`src/rtl/rxf_pkg.sv`:
```
package rxf_pkg;

  // Strobes handed from the control unit to the storage datapath.
  typedef struct packed {
    logic flush;  // clear pointers this edge
    logic push;   // write pushData at the write pointer
    logic pop;    // advance the read pointer
    logic wide;   // current mode: 1 = full depth, 0 = legacy depth
  } rxfStrobe_t;

endpackage

```
`src/rtl/rxf_ctrl.sv`:
```
module rxf_ctrl
  import rxf_pkg::*;
#(
  parameter int MAX_DEPTH    = 16,
  parameter int LEGACY_DEPTH = 1,
  localparam int CNT_W       = $clog2(MAX_DEPTH + 1)
) (
  input  logic             clk,
  input  logic             rstN,
  input  logic             pushValid,
  input  logic             popReq,
  input  logic             fifoEnable,
  input  logic             flushReq,
  output rxfStrobe_t       strobe,
  output logic [CNT_W-1:0] occupancy,
  output logic             pushReady,
  output logic             overrun
);

  localparam logic [CNT_W-1:0] WIDE_DEPTH   = CNT_W'(MAX_DEPTH);
  localparam logic [CNT_W-1:0] NARROW_DEPTH = CNT_W'(LEGACY_DEPTH);

  logic             modeQ;
  logic [CNT_W-1:0] countQ;
  logic             overrunQ;

  logic [CNT_W-1:0] depthNow;
  logic             hasRoom;
  logic             isEmpty;
  logic             modeFlip;
  logic             flushNow;
  logic             pushOk;
  logic             popOk;
  logic [CNT_W-1:0] countNext;

  always_comb begin
    depthNow = modeQ ? WIDE_DEPTH : NARROW_DEPTH;
    hasRoom  = countQ < depthNow;
    isEmpty  = countQ == '0;
    modeFlip = fifoEnable != modeQ;
    flushNow = modeFlip || (flushReq && fifoEnable);
    pushOk   = pushValid && hasRoom && !flushNow;
    popOk    = popReq && !isEmpty && !flushNow;
  end

  always_comb begin
    countNext = countQ;
    if (flushNow) begin
      countNext = '0;
    end else begin
      case ({pushOk, popOk})
        2'b10:   countNext = countQ + CNT_W'(1);
        2'b01:   countNext = countQ - CNT_W'(1);
        default: countNext = countQ;
      endcase
    end
  end

  always_ff @(posedge clk or negedge rstN) begin
    if (!rstN) begin
      modeQ    <= 1'b0;
      countQ   <= '0;
      overrunQ <= 1'b0;
    end else begin
      modeQ    <= fifoEnable;
      countQ   <= countNext;
      overrunQ <= pushValid && !hasRoom && !flushNow;
    end
  end

  always_comb begin
    strobe.flush = flushNow;
    strobe.push  = pushOk;
    strobe.pop   = popOk;
    strobe.wide  = modeQ;
  end

  assign occupancy = countQ;
  assign pushReady = hasRoom;
  assign overrun   = overrunQ;

endmodule

```
`src/rtl/rxf_dpath.sv`:
```
module rxf_dpath
  import rxf_pkg::*;
#(
  parameter int              DATA_W       = 8,
  parameter int              MAX_DEPTH    = 16,
  parameter int              LEGACY_DEPTH = 1,
  parameter logic [DATA_W-1:0] EMPTY_FILL = '1,
  localparam int             PTR_W        = $clog2(MAX_DEPTH)
) (
  input  logic              clk,
  input  logic              rstN,
  input  rxfStrobe_t        strobe,
  input  logic              holdsData,
  input  logic [DATA_W-1:0] pushData,
  output logic [DATA_W-1:0] popData
);

  localparam logic [PTR_W-1:0] WIDE_LAST   = PTR_W'(MAX_DEPTH - 1);
  localparam logic [PTR_W-1:0] NARROW_LAST = PTR_W'(LEGACY_DEPTH - 1);

  logic [DATA_W-1:0]    slot [MAX_DEPTH];
  logic [MAX_DEPTH-1:0] slotWe;
  logic [PTR_W-1:0]     wrPtr;
  logic [PTR_W-1:0]     rdPtr;
  logic [PTR_W-1:0]     lastIdx;

  assign lastIdx = strobe.wide ? WIDE_LAST : NARROW_LAST;

  // One write enable per storage entry.
  for (genvar g = 0; g < MAX_DEPTH; g++) begin : g_we
    assign slotWe[g] = strobe.push && (wrPtr == PTR_W'(g));
  end

  function automatic logic [PTR_W-1:0] advance(input logic [PTR_W-1:0] p,
                                               input logic [PTR_W-1:0] last);
    return (p == last) ? '0 : p + PTR_W'(1);
  endfunction

  always_ff @(posedge clk or negedge rstN) begin
    if (!rstN) begin
      for (int i = 0; i < MAX_DEPTH; i++) slot[i] <= '0;
    end else begin
      for (int i = 0; i < MAX_DEPTH; i++) begin
        if (slotWe[i]) slot[i] <= pushData;
      end
    end
  end

  always_ff @(posedge clk or negedge rstN) begin
    if (!rstN) begin
      wrPtr <= '0;
      rdPtr <= '0;
    end else if (strobe.flush) begin
      wrPtr <= '0;
      rdPtr <= '0;
    end else begin
      if (strobe.push) wrPtr <= advance(wrPtr, lastIdx);
      if (strobe.pop)  rdPtr <= advance(rdPtr, lastIdx);
    end
  end

  assign popData = holdsData ? slot[rdPtr] : EMPTY_FILL;

endmodule

```
`src/rtl/rx_depth_fifo.sv`:
```
module rx_depth_fifo
  import rxf_pkg::*;
#(
  parameter int DATA_W       = 8,
  parameter int MAX_DEPTH    = 16,
  parameter int LEGACY_DEPTH = 1,
  localparam int CNT_W       = $clog2(MAX_DEPTH + 1)
) (
  input  logic              clk,
  input  logic              rstN,
  input  logic              pushValid,
  input  logic [DATA_W-1:0] pushData,
  output logic              pushReady,
  input  logic              popReq,
  output logic [DATA_W-1:0] popData,
  input  logic              fifoEnable,
  input  logic              flushReq,
  output logic [CNT_W-1:0]  occupancy,
  output logic              dataReady,
  output logic              overrun
);

  rxfStrobe_t strobe;

  rxf_ctrl #(
    .MAX_DEPTH   (MAX_DEPTH),
    .LEGACY_DEPTH(LEGACY_DEPTH)
  ) u_ctrl (
    .clk       (clk),
    .rstN      (rstN),
    .pushValid (pushValid),
    .popReq    (popReq),
    .fifoEnable(fifoEnable),
    .flushReq  (flushReq),
    .strobe    (strobe),
    .occupancy (occupancy),
    .pushReady (pushReady),
    .overrun   (overrun)
  );

  assign dataReady = occupancy != '0;

  rxf_dpath #(
    .DATA_W      (DATA_W),
    .MAX_DEPTH   (MAX_DEPTH),
    .LEGACY_DEPTH(LEGACY_DEPTH),
    .EMPTY_FILL  ({DATA_W{1'b1}})
  ) u_dpath (
    .clk      (clk),
    .rstN     (rstN),
    .strobe   (strobe),
    .holdsData(dataReady),
    .pushData (pushData),
    .popData  (popData)
  );

endmodule

```
`config.mk`:
```
export PLATFORM = sky130hd
export DESIGN_NAME = rx_depth_fifo
export DESIGN_NICKNAME = d
export VERILOG_FILES = /design/src/rtl/rxf_pkg.sv /design/src/rtl/rxf_ctrl.sv /design/src/rtl/rxf_dpath.sv /design/src/rtl/rx_depth_fifo.sv
export SDC_FILE = /design/constraint.sdc
export NUM_CORES = 1
export LEC_CHECK = 0
export BUFFER_PORTS_ARGS = -buffer_cell sky130_fd_sc_hd__buf_2
export CORE_MARGIN = 2
export CORE_UTILIZATION = 23
export DETAILED_ROUTE_END_ITERATION = 8
export GPL_TIMING_DRIVEN = 1
export PLACE_DENSITY = 0.4
export SLEW_MARGIN = 20
export SYNTH_ARGS = -nofsm -noshare
export SYNTH_HDL_FRONTEND = slang
export SYNTH_SLANG_ARGS = --single-unit
```
`constraint.sdc`:
```
create_clock -name clk -period 2.99 [get_ports clk]
set_input_delay 0.598 -clock clk [delete_from_list [all_inputs] [get_ports clk]]
set_output_delay 0.598 -clock clk [all_outputs]
set_load 0.005 [all_outputs]
```
Yosys cells after proc, flatten, opt, wreduce, memory -nomap -nowiden
Index checks and enable logic that the tools add are counted.
Word-level totals
  bits in registers: 143
  latch bits: 0
  bits in writable memories: 0
  bits in read-only memories: 0
  input port bits: 14
  output and inout port bits: 16
  word-level logic and storage cells: 95
  memories kept: 0
Cells by class
  add/sub/neg operators: 4
  multiply operators: 0
  divide/modulo/power cells: 0
  order comparisons: 2
  equal/unequal tests: 20
  shift operators: 0
  muxes and demuxes: 14
  bitwise operators: 1
  reduce and logical (&&, ||, !) cells: 33
Operators with widths (number)
  binary-select mux 8 bit (select 4 bit): 1
  equality test 4 bit (second input constant): 8
  two-way mux 4 bit: 7
  two-way mux 8 bit: 3
  logical AND 1 bit: 23
  equality test 4 x 3 -> 1 bit (second input constant): 4
  two-way mux 5 bit: 2
  one-hot mux 5 bit (2 select lines): 1
  adder 4 x 1 -> 4 bit (second input constant): 2
  equality test 4 x 2 -> 1 bit (second input constant): 2
  equality test 4 bit: 2
  adder 5 x 1 -> 5 bit (second input constant): 1
  >= comparator 5 bit (second input constant): 1
  zero test 5 bit: 1
  < comparator 5 bit: 1
  inverter 4 -> 5 bit: 1
  nonzero test 5 bit: 1
  subtractor 5 x 1 -> 5 bit (second input constant): 1
  equality test 4 x 1 -> 1 bit (second input constant): 1
  zero test 4 bit: 1
  nonzero test 2 bit: 2
  zero test 1 bit: 3
  nonzero test 3 bit: 1
  equality test 2 x 1 -> 1 bit (second input constant): 1
  other kinds (3): 3

Logic depth before layout (Yosys ltp)
Gate-level depths: netlist of the first run.
  word-level depth: 7
  gate-level depth with buffers: 16
  mapped depth without buffers: 12

Cells and area by module
From an unflattened synthesis of the first run, not the netlist that was laid out.
Second synthesis, totals
  cells, all modules: 505
  area, all modules: 6955.4 sq um
By module, submodules not included
  rxf_dpath: times used 1, cells an instance 445, area an instance 6398.6 sq um, seq. area each 3403.3 sq um
  rxf_ctrl: times used 1, cells an instance 57, area an instance 544.3 sq um, seq. area each 175.2 sq um
  rx_depth_fifo: times used 1, cells an instance 3, area an instance 12.5 sq um, seq. area each 0.0 sq um

Worst setup path after synthesis of the first run
No wires, ideal clock.
  path type: register -> register
  start point: reg u_ctrl.countQ[1], in the netlist u_ctrl.occupancy[1]
  end point: reg u_ctrl.countQ[4], in the netlist u_ctrl.occupancy[4]
  setup time: 0.078 ns
  arrival: 3.327 ns
  data required time: 2.912 ns
  path slack: -0.416 ns
  cell stages (with the launch flop): 16
  buffers on the path: 4
  period minus slack after synthesis: 3.406 ns
  cells stage by stage: dfrtp_1 -> buf_6 -> or4_4 -> o21a_1 -> buf_6 -> buf_6 -> nor2_1 -> nand3_1 -> ha_1 -> clkbuf_1 -> xor2_1 -> ha_1 -> a211oi_1 -> or3_1 -> or3_1 -> a21oi_1
Between the ends
  elaborated cells between the ends (all ways): 14
  those cells by class: 2 x add/sub; 1 x order compare; 2 x eq/ne; 2 x mux; 7 x reduce/logical
RTL lines
  start, declared: line rxf_ctrl.sv:24  | logic [CNT_W-1:0] countQ;
  start signal, assigned: line rxf_ctrl.sv:66  | countQ <= countNext;
  < comparator 5 bit (*): line rxf_ctrl.sv:38  | hasRoom = countQ < depthNow;
  named net pushReady: line rx_depth_fifo.sv:13  | output logic pushReady,
  logical AND 1 bit (*) (2 in a row): line rxf_ctrl.sv:42  | pushOk = pushValid && hasRoom && !flushNow;
  equality test 2 x 1 -> 1 bit / equality test 2 bit (equally long branches): line rxf_ctrl.sv:51  | case ({pushOk, popOk})
  one-hot mux 5 bit (2 select lines): line rxf_ctrl.sv:51
  two-way mux 5 bit: line rxf_ctrl.sv:48  | if (flushNow) begin
Mark *: on every way through the listed nets, which the timed path passes. The rest lies on a longest branch.
A chain may end at the register's enable or synchronous reset.

Final worst setup path of the first run
  start point: reg u_ctrl.countQ[3], in the netlist u_ctrl.occupancy[3]
  end point: reg u_ctrl.countQ[4], in the netlist u_ctrl.occupancy[4]
Between the ends
  word-level cells in the longest chain between the ends: 7
  elaborated cells between the ends (all ways): 14
  those cells by class: 2 x add/sub; 1 x order compare; 2 x eq/ne; 2 x mux; 7 x reduce/logical
RTL lines
  branches (longest 7 deep; another with < comparator 5 bit)
Parallel ways; which one is timed is not known.

==> insert_results.sql, run 1 <==
INSERT INTO impl_metrics (metric_group, metric, value, unit) VALUES
('status', 'outcome', 'finished clean', ''),
('power_and_ir_drop', 'power_report.internal_total', '3630', 'uW'),
('logic_synthesis', 'yosys_register_bits', '143', ''),
('power_and_ir_drop', 'power_frac_clock', '46.5', '%'),
('sta', 'tightestPinTransition', '749', 'ps'),
('detailed_routing', 'final_antenna_net_count', '0', ''),
('layout', 'n_antenna_cell', '0', ''),
('power_and_ir_drop', 'pwr-share-comb', '9.1', '%'),
('floorplan', 'die_width', '179', 'um'),
('sta', 'fmax', '0.342', 'GHz'),
('grt', 'grt_start_max_net_pins', '77', ''),
('layout', 'layout.core_utilization', '28.1', '%'),
('sta', 'setup_viol', '0', ''),
('power_and_ir_drop', 'p_leak', '0.00374', 'uW'),
('clock_network', 'cts-hold-fix-buffers', '0', ''),
('sta', 'slew-limit-headroom', '50.1', '%'),
('clock_network', 'clk_root_buffer_cell', 'clkbuf_16', ''),
('placed_design', 'dp_hpwl', '11.5', 'mm'),
('setup_path', 'critPathCaptureType', 'flop', ''),
('setup_path', 'critical-path-max-stage-delay', '580', 'ps'),
('clock_network', 'cts-root-to-sink-buffers', '2', ''),
('sta', 'worst_clk_skew', '11.4', 'ps'),
('setup_path', 'regToRegStartpoint', 'u_ctrl.occupancy[3]', ''),
('placed_design', 'port_buffers', '29', ''),
('logic_synthesis', 'postSynthNetCount', '500', ''),
('logic_synthesis', 'synth-edff-count', '0', ''),
('floorplan', 'start_util', '23.2', '%'),
('sta', 'final_hold_violating_endpoints', '0', ''),
('grt', 'vias_in_the_first_global_route', '4569', ''),
('sta', 'rsz0062_at_grt', 'true', ''),
('setup_path', 'cp_slowest_cell', 'or4_4', ''),
('floorplan', 'die_h', '179', 'um'),
('detailed_routing', 'drt_drc_violations_left', '0', ''),
('layout', 'fillerInstances', '3114', ''),
('logic_synthesis', 'post_synthesis_instance_area', '7060', 'sq um'),
('logic_synthesis', 'post_synth_inst_count', '477', ''),
('grt', 'overflow', '0', ''),
('detailed_routing', 'detail_route.iter0.violations', '136', ''),
('grt', 'grt_pass1_wl', '27.9', 'mm'),
('power_and_ir_drop', 'peak_supply_drop', '0.363', 'mV'),
('detailed_routing', 'routed_wl', '17.6', 'mm'),
('detailed_routing', 'routed_via_density', '4.50', ''),
('layout', 'flow.area_growth_from_synthesis', '21.1', '%'),
('clock_network', 'cts_tree', 'built', ''),
('logic_synthesis', 'postSynth.asyncResetShare', '100', '%'),
('sta', 'min_period', '2920', 'ps'),
('logic_synthesis', 'post_synth_most_frequent_cells', 'dfrtp_1 (143), mux2_2 (112), mux4_2 (32)', ''),
('logic_synthesis', 'yosysSeqAreaShare', '50.7', '%'),
('floorplan', 'row_count', '64', ''),
('logic_synthesis', 'synthesis.yosys.warnings', '0', ''),
('logic_synthesis', 'synthDominantAreaCellType', 'dfrtp_1', ''),
('sta', 'maxSlewViolCount', '0', ''),
('logic_synthesis', 'netlist.area_leader.share', '50.7', '%'),
('setup_path', 'worstSetupStartpointType', 'flop', ''),
('clock_network', 'cts_max_level', '4', ''),
('sta', 'fin_crit_sh', '97.7', '%'),
('worst_hold_path', 'min-delay-path-class', 'primary input to asynchronous set/reset pin', ''),
('logic_synthesis', 'synth_cell_types', '46', ''),
('setup_path', 'critical_path.max_fanout', '4', ''),
('clock_network', 'worstSkewPairLatency', '420', 'ps'),
('detailed_routing', 'drt-pass1-iter-count', '4', ''),
('grt', 'grt_usage', '11.8', '%'),
('logic_synthesis', 'synth_ff_type', 'dfrtp_1', ''),
('detailed_routing', 'routed_wire_length_per_instance', '18.8', 'um'),
('logic_synthesis', 'yosys.cell_count.top_type', 'dfrtp_1', ''),
('layout', 'fraction_of_final_layout_cells_with_drive_strength_greater_than_1', '52.9', '%'),
('placed_design', 'gpl_wtd_cong', '0.736', ''),
('setup_path', 'timing.setup.critical_path_class', 'flop to flop', ''),
('setup_path', 'required', '3340', 'ps'),
('detailed_routing', 'via_count', '4229', ''),
('power_and_ir_drop', 'seqPwrFrac', '44.4', '%');
-- metrics by stage --
stage	setup WS (ps)	total power (uW)	hold WS [ps]	area [sq um]	cells
4_1_cts	1.77	4840	241	8520	939
6_report	68.5	4760	207	8550	940
5_1_grt	-29.9	4990	256	8550	940
3_5_place_dp	112	2590	490	7890	907
2_1_floorplan	-234	2420	302	7090	477
3_3_place_gp	162	2570	484	7890	907
-- worst max-delay path, delay by kind of cell (launching register included) --
family | cells | cell delay [ps]
compound gates | 3 | 440
xor+xnor | 1 | 160
fa+ha+maj | 2 | 390
flops | 1 | 390
simple gates | 5 | 1470
-- power by group through the flow --
stage               Clock (uW)  Sequential (uW)  Combinational, uW
floorplan                    0             2130                292
global placement             0             2140                429
detailed placement           0             2150                441
CTS                       2290             2110                444
global route              2380             2130                478
finish                    2220             2110                433
-- layout make-up --
class,count,area [sq um],area share (%)
Clock inverter,13,178,2.08
Inverter,7,26.3,0.307
Sequential cell,143,3580,41.9
Timing Repair Buffer,65,472,5.52
Tap cell,396,495,5.80
Clock buffer,18,439,5.14
Multi-Input combinational cell,298,3360,39.3
-- state kept, by name, summed over array words and instances, names as in the netlist --
| name | flops |
|---|---|
| u_dpath.slot | 128 |
| u_ctrl.occupancy | 5 |
| u_dpath.rdPtr | 4 |
| u_dpath.wrPtr | 4 |
| u_ctrl.modeQ | 1 |
| u_ctrl.overrun | 1 |
-- cell families after synthesis --
kind of cell	after synthesis	share of synthesized area [%]
buf+inv	36	2.48
xor+xnor	3	0.372
fa+ha+maj	9	1.59
flops	143	50.7
simple gates	70	7.20
compound gates	36	3.37
mux	180	34.3
-- worst paths after layout --
| check | end | slack, ps | depth (start not counted) |
|---|---|---|---|
| max in group asynchronous | u_dpath.slot[29] | 2000 | 2 |
| max reg2reg | u_ctrl.occupancy[4] | 70 | 11 |
| min in group clk | u_ctrl.modeQ | 320 | 1 |
| min | u_ctrl.occupancy[3] | 210 | 1 |
| max | u_ctrl.occupancy[4] | 70 | 11 |
| min reg2reg | u_dpath.slot[28] | 500 | 1 |
-- cell usage in the layout, fill, tap and decap left out, types with 5 or more instances in the layout --
cell type  count
buf_4         32
dfrtp_1      141
nor2_1        11
nand2_1        5
nand3_1        9
mux2i_1       20
mux4_2        32
or3_1          5
mux2_2       112
nor3_2        10
a22oi_1        7
mux2_4        16
ha_1           7
inv_1          7
o21ai_0        6
buf_2         28
a21oi_1        7
clkbuf_16     17
-- repair_timing --
| action | CTS | global route |
|---|---|---|
| gates resized for setup | 1 | 6 |
| setup endpoints to repair | 2 | 9 |
| buffers inserted | 1 | 1 |
| cloned | 0 | 0 |
| endpoints found under the hold margin | 0 | 0 |
| pin swaps | 0 | 1 |
-- layer usage --
layer	GRT usage [%]	share of wire (%)	vias to the layer above	wire (um)
met5	0	0	-	0
met4	2.89	0.69	0	121
met3	2.65	2.7	8	476
met2	19.4	49	47	8660
met1	15.7	48	2266	8390
li1	-	-	1908	-
No activity file was read; power rests on OpenSTA's default activity.
==> inputs of run 2 (changes only) <==
SETUP_SLACK_MARGIN = 0.3   (was unset)
==> run 2 against run 1 <==
Against the previous run: die area unchanged; cell count up 1.3%; sequential power about the same; wire length up 4.4%; clock skew about the same; critical path type unchanged.
==> insert_results.sql, run 2 (synthesis results as in run 1) <==
INSERT INTO impl_metrics (metric_group, metric, value, unit) VALUES
('setup_path', 'critical_path.max_fanout', '3', ''),
('setup_path', 'timing.setup.critical_path_class', 'flop to flop', ''),
('sta', 'fin_crit_sh', '94.6', '%'),
('placed_design', 'dp_hpwl', '11.5', 'mm'),
('clock_network', 'cts_tree', 'built', ''),
('sta', 'hold_slack', '201', 'ps'),
('detailed_routing', 'routed_via_density', '4.51', ''),
('grt', 'grt_pass1_wl', '28.0', 'mm'),
('layout', 'fin_nets', '566', ''),
('placed_design', 'detailedPlace.worstSlack', '94.2', 'ps'),
('sta', 'worst_clk_skew', '11.7', 'ps'),
('layout', 'flow.area_growth_from_synthesis', '25.4', '%'),
('sta', 'rsz0062_at_grt', 'true', ''),
('placed_design', 'gpl_wtd_cong', '0.749', ''),
('setup_path', 'critical-path-max-stage-delay', '570', 'ps'),
('layout', 'largest_reg_flops', '128', ''),
('clock_network', 'clock_sinks', '143', ''),
('setup_path', 'cp_slowest_cell', 'or4_4', ''),
('sta', 'setup_viol', '0', ''),
('floorplan', 'core-area', '30400', 'sq um'),
('setup_path', 'cpLargestDelayFamily', 'simple AND/OR/NAND/NOR gates', ''),
('detailed_routing', 'detail_route.iter0.violations', '195', ''),
('detailed_routing', 'drt_drc_violations_left', '0', ''),
('run', 'reported_max_cap_violation_count', '0', ''),
('floorplan', 'design.die.area', '32100', 'sq um'),
('floorplan', 'die_h', '179', 'um'),
('clock_network', 'cts_made_buffers', '17', ''),
('clock_network', 'worstSkewPairLatency', '420', 'ps'),
('grt', 'overflow', '0', ''),
('sta', 'slew-limit-headroom', '48.1', '%'),
('power_and_ir_drop', 'peak_supply_drop', '0.314', 'mV'),
('sta', 'final_hold_violating_endpoints', '0', ''),
('detailed_routing', 'routed_wire_length_per_instance', '19.3', 'um'),
('floorplan', 'die_width', '179', 'um'),
('sta', 'fmax', '0.354', 'GHz'),
('sta', 'min_period', '2830', 'ps'),
('floorplan', 'row_count', '64', ''),
('layout', 'commonest_non_fill_non_tap_cell_in_the_layout', 'dfrtp_1', ''),
('grt', 'antenna_violations_before_repair', '0', ''),
('clock_network', 'clk_root_buffer_cell', 'clkbuf_16', ''),
('detailed_routing', 'drt-pass1-iter-count', '4', ''),
('setup_path', 'crit_arrival', '3170', 'ps'),
('placed_design', 'dpl.cell_count', '906', ''),
('layout', 'fraction_of_final_layout_cells_with_drive_strength_greater_than_1', '57.6', '%'),
('detailed_routing', 'via_count', '4293', ''),
('worst_hold_path', 'min-delay-path-class', 'primary input to asynchronous set/reset pin', ''),
('clock_network', 'cts_max_level', '4', ''),
('grt', 'grt_start_max_net_pins', '79', ''),
('status', 'outcome', 'finished clean', ''),
('clock_network', 'cts-root-to-sink-buffers', '2', ''),
('sta', 'tightestPinTransition', '778', 'ps'),
('sta', 'maxSlewViolCount', '0', ''),
('clock_network', 'clk_transition_reported_paths', '60', 'ps'),
('setup_path', 'critPathCaptureType', 'flop', ''),
('setup_path', 'worstSetupStartpointType', 'flop', ''),
('setup_path', 'required', '3330', 'ps'),
('sta', 'layout_setup_ws', '163', 'ps'),
('setup_path', 'timing.critical_path.cells', 'or4_4 > o21a_4 > nor2_4 > nand3_2 > ha_4 > xor2_1 > ha_2 > a211oi_1 > or3_1 > or3_4 > a21oi_2', ''),
('layout', 'post_layout_instance_count_excluding_filler_cells', '952', ''),
('power_and_ir_drop', 'finalPower', '4850', 'uW'),
('power_and_ir_drop', 'p_leak', '0.00387', 'uW'),
('floorplan', 'ioPinCount', '30', ''),
('setup_path', 'worstSetupStartpoint', 'u_ctrl.occupancy[3]', ''),
('layout', 'layout.core_utilization', '29.1', '%'),
('grt', 'vias_in_the_first_global_route', '4508', ''),
('layout', 'n_antenna_cell', '0', ''),
('grt', 'grt_usage', '12.0', '%'),
('detailed_routing', 'routed_wl', '18.4', 'mm'),
('setup_path', 'regToRegStartpoint', 'u_ctrl.occupancy[3]', ''),
('detailed_routing', 'final_antenna_net_count', '0', ''),
('placed_design', 'port_buffers', '29', ''),
('setup_path', 'worstPathBufferInverterCount', '0', ''),
('power_and_ir_drop', 'power.density', '548', 'nW/um^2'),
('floorplan', 'start_util', '23.2', '%'),
('layout', 'layout.cells.most_common_list', 'dfrtp_1 (141), mux2_2 (112), buf_4 (35)', ''),
('layout', 'largest-register', 'u_dpath.slot', '');
-- run 2: cell count changes in the layout (fill, tap and decap cells not counted), sizes merged --
cell and delta:
clkinv +2, buf +10, inv -2, clkbuf +1, bufbuf +1
-- run 2: layout make-up --
cell class / instances / area, sq um
clock inverter: 13 / 179
tap: 396 / 495
fill: 3044 / 21600
multi-input combinational: 298 / 3460
clock buffer: 19 / 453
timing repair buffer: 76 / 654
sequential: 143 / 3580
inverter: 7 / 26.3
-- run 2: power breakdown --
| group | total [uW] | internal [uW] | switching [uW] |
|---|---|---|---|
| Sequential | 2110 | 2050 | 60.4 |
| Clock | 2270 | 1380 | 892 |
| Combinational | 468 | 242 | 225 |
| Total | 4850 | 3670 | 1180 |
-- run 2: worst paths after layout --
| kind | end | slack (ps) | cells past startpoint |
|---|---|---|---|
| min in group clk | u_ctrl.modeQ | 330 | 1 |
| setup / recovery | u_ctrl.occupancy[4] | 160 | 11 |
| hold reg to reg | u_dpath.slot[68] | 500 | 1 |
| setup reg to reg | u_ctrl.occupancy[4] | 160 | 11 |
| hold / removal | u_ctrl.occupancy[4] | 200 | 1 |
| max in group asynchronous | u_dpath.slot[30] | 1970 | 2 |
-- run 2: routing by layer --
layer	vias up	global-route usage (%)	wire length, um
li1	1930	-	-
met1	2295	16.1	8740
met2	55	19.7	8960
met3	13	2.61	476
met4	0	3.13	232
met5	-	0	0
-- run 2: worst register-to-register path: cells and delay by family (launching register included) --
kind	cells	cell delay [ps]
AND/OR/NAND/NOR	5	1410
flip-flops	1	380
AO/OA/AOI/OAI	3	410
adder cells (fa/ha/maj)	2	390
XOR/XNOR	1	160
-- run 2: metrics by stage --
stage          area, sq um  setup TNS (ps)
4_1_cts               8770               0
3_5_place_dp          7870               0
2_1_floorplan         7090            -314
6_report              8860               0
5_1_grt               8860               0
3_3_place_gp          7870               0
-- run 2: what timing repair did --
action | in CTS | in global routing
hold endpoints to repair | 0 | 0
cloned | 2 | 0
pin swaps | 5 | 4
gates resized for setup | 26 | 16
hold buffers | 0 | 0
buffers inserted | 10 | 2
setup endpoints to repair | 10 | 26
==> inputs of run 3 (changes only) <==
PLACE_DENSITY = 0.39   (was 0.4)
clock period = 2.9 ns   (was 2.99 ns; I/O delays follow)
==> run 3 against run 2 <==
Against the previous run: global-route usage increased by 0.077 points; die area unchanged; sequential power is 3% higher; setup slack worse by 92 ps; critical path depth unchanged; design area is 0.20% higher; count of clock-buffer cells in the layout is 2 lower; register-to-register slack lost 90 ps; cell count unchanged; largest cell class unchanged; via count grew 0.21%; sequential cell count stayed put.
==> insert_results.sql, run 3 (synthesis results as in run 1) <==
INSERT INTO impl_metrics (metric_group, metric, value, unit) VALUES
('status', 'outcome', 'finished clean', ''),
('sta', 'setup_viol', '0', ''),
('placed_design', 'detailedPlace.worstSlack', '25.9', 'ps'),
('grt', 'grt_start_max_net_pins', '47', ''),
('sta', 'hold_slack', '100', 'ps'),
('layout', 'fraction_of_final_layout_cells_with_drive_strength_greater_than_1', '57.2', '%'),
('detailed_routing', 'detail_route.iter0.violations', '188', ''),
('sta', 'min_period', '2830', 'ps'),
('sta', 'fmax', '0.353', 'GHz'),
('sta', 'tightestPinTransition', '600', 'ps'),
('grt', 'grt_usage', '12.1', '%'),
('sta', 'rsz0062_at_grt', 'true', ''),
('detailed_routing', 'routed_wire_length_per_instance', '19.3', 'um'),
('setup_path', 'worstSetupStartpointType', 'flop', ''),
('floorplan', 'core-area', '30400', 'sq um'),
('floorplan', 'die_h', '179', 'um'),
('floorplan', 'design.die.area', '32100', 'sq um'),
('floorplan', 'start_util', '23.2', '%'),
('floorplan', 'die_width', '179', 'um'),
('clock_network', 'cts_made_buffers', '17', ''),
('setup_path', 'worstPathBufferInverterCount', '0', ''),
('run', 'reported_max_cap_violation_count', '0', ''),
('power_and_ir_drop', 'finalPower', '5010', 'uW'),
('floorplan', 'row_count', '64', ''),
('power_and_ir_drop', 'peak_supply_drop', '0.368', 'mV'),
('power_and_ir_drop', 'power.density', '564', 'nW/um^2'),
('worst_hold_path', 'min-delay-path-class', 'primary input to asynchronous set/reset pin', ''),
('detailed_routing', 'routed_wl', '18.4', 'mm'),
('floorplan', 'ioPinCount', '30', ''),
('grt', 'antenna_violations_before_repair', '0', ''),
('placed_design', 'gpl_wtd_cong', '0.770', ''),
('layout', 'fin_nets', '567', ''),
('clock_network', 'clk_transition_reported_paths', '60', 'ps'),
('sta', 'layout_setup_ws', '70.9', 'ps'),
('setup_path', 'crit_arrival', '3180', 'ps'),
('clock_network', 'cts-hold-fix-buffers', '0', ''),
('setup_path', 'critPathCaptureType', 'flop', ''),
('setup_path', 'critical_path.max_fanout', '4', ''),
('grt', 'vias_in_the_first_global_route', '4538', ''),
('setup_path', 'r2r_slack', '70', 'ps'),
('detailed_routing', 'final_antenna_net_count', '0', ''),
('detailed_routing', 'via_count', '4302', ''),
('sta', 'fin_crit_sh', '97.6', '%'),
('setup_path', 'cp_slowest_cell', 'or4_4', ''),
('setup_path', 'timing.critical_path.cells', 'or4_4 > o21a_1 > nor2_4 > nand3_2 > ha_4 > xor2_2 > ha_2 > a211oi_1 > or3_1 > or3_4 > a21oi_2', ''),
('sta', 'worst_clk_skew', '11.6', 'ps'),
('layout', 'layout.cells.most_common_list', 'dfrtp_1 (141), mux2_2 (110), mux4_2 (32)', ''),
('layout', 'largest-register', 'u_dpath.slot', ''),
('setup_path', 'required', '3250', 'ps'),
('layout', 'post_layout_instance_count_excluding_filler_cells', '952', ''),
('setup_path', 'critical-path-max-stage-delay', '570', 'ps'),
('clock_network', 'cts_tree', 'built', ''),
('sta', 'final_hold_violating_endpoints', '0', ''),
('layout', 'n_antenna_cell', '0', ''),
('layout', 'commonest_non_fill_non_tap_cell_in_the_layout', 'dfrtp_1', ''),
('sta', 'slew-limit-headroom', '60.0', '%'),
('layout', 'flow.area_growth_from_synthesis', '25.7', '%'),
('clock_network', 'cts-root-to-sink-buffers', '2', ''),
('placed_design', 'dpl.cell_count', '909', ''),
('detailed_routing', 'drt_drc_violations_left', '0', ''),
('clock_network', 'clk_root_buffer_cell', 'clkbuf_16', ''),
('setup_path', 'cpLargestDelayFamily', 'simple AND/OR/NAND/NOR gates', ''),
('layout', 'largest_reg_flops', '128', ''),
('placed_design', 'dp_hpwl', '11.5', 'mm'),
('detailed_routing', 'drt-pass1-iter-count', '4', ''),
('detailed_routing', 'routed_via_density', '4.52', ''),
('clock_network', 'worstSkewPairLatency', '420', 'ps'),
('clock_network', 'clock_sinks', '143', ''),
('sta', 'maxSlewViolCount', '0', ''),
('power_and_ir_drop', 'p_leak', '0.00387', 'uW'),
('grt', 'overflow', '0', ''),
('setup_path', 'timing.setup.critical_path_class', 'flop to flop', ''),
('clock_network', 'cts_max_level', '4', ''),
('placed_design', 'port_buffers', '29', ''),
('grt', 'grt_pass1_wl', '28.3', 'mm');
run 3: worst paths after layout:
kind / start / endpoint / depth (start not counted)
worst max-delay path: u_ctrl.occupancy[1] / u_ctrl.occupancy[4] / 11
worst max register to register: u_ctrl.occupancy[1] / u_ctrl.occupancy[4] / 11
max in group asynchronous: rstN / u_dpath.slot[122] / 2
worst min register to register: u_dpath.slot[33] / u_dpath.slot[33] / 1
worst min-delay path: rstN / u_dpath.rdPtr[3] / 1
min in group clk: fifoEnable / u_ctrl.modeQ / 1
run 3: repair_timing:
action,CTS,global route
pin swaps,9,8
setup buffers,7,2
gates cloned,3,0
setup endpoints to repair,26,27
resized for setup,22,25
run 3: layout make-up:
class,instances,area (sq um)
fillers,3093,21600
flip-flops and latches,143,3580
multi-input cells,298,3470
repair buffers,77,684
well taps,396,495
clock buffers,17,425
clock inverters,14,195
inverters,7,26.3
run 3: per-stage QoR:
| stage | utilization (%) | instance area, sq um | setup TNS [ps] |
|---|---|---|---|
| floorplan | - | 7090 | -494 |
| global placement | 26.0 | 7900 | 0 |
| finish | 29.2 | 8870 | 0 |
| CTS | 28.8 | 8750 | 0 |
| global route | 29.2 | 8870 | -66.9 |
| detailed placement | 26.0 | 7900 | 0 |
run 3: layer usage:
metal  part of all wire [%]  vias to the layer above  global-route usage (%)
li1                       -                     1930                       -
met1                     47                     2296                    16.6
met2                     47                       62                    19.2
met3                    3.5                       14                    2.59
met4                    1.8                        0                    3.43
met5                      0                        -                       0
run 3: power breakdown:
part | total (uW) | internal, uW | switching (uW) | leakage, uW
logic | 492 | 253 | 239 | 0.00164
registers | 2180 | 2120 | 60.8 | 0.00192
clock network | 2340 | 1390 | 951 | 0.000303
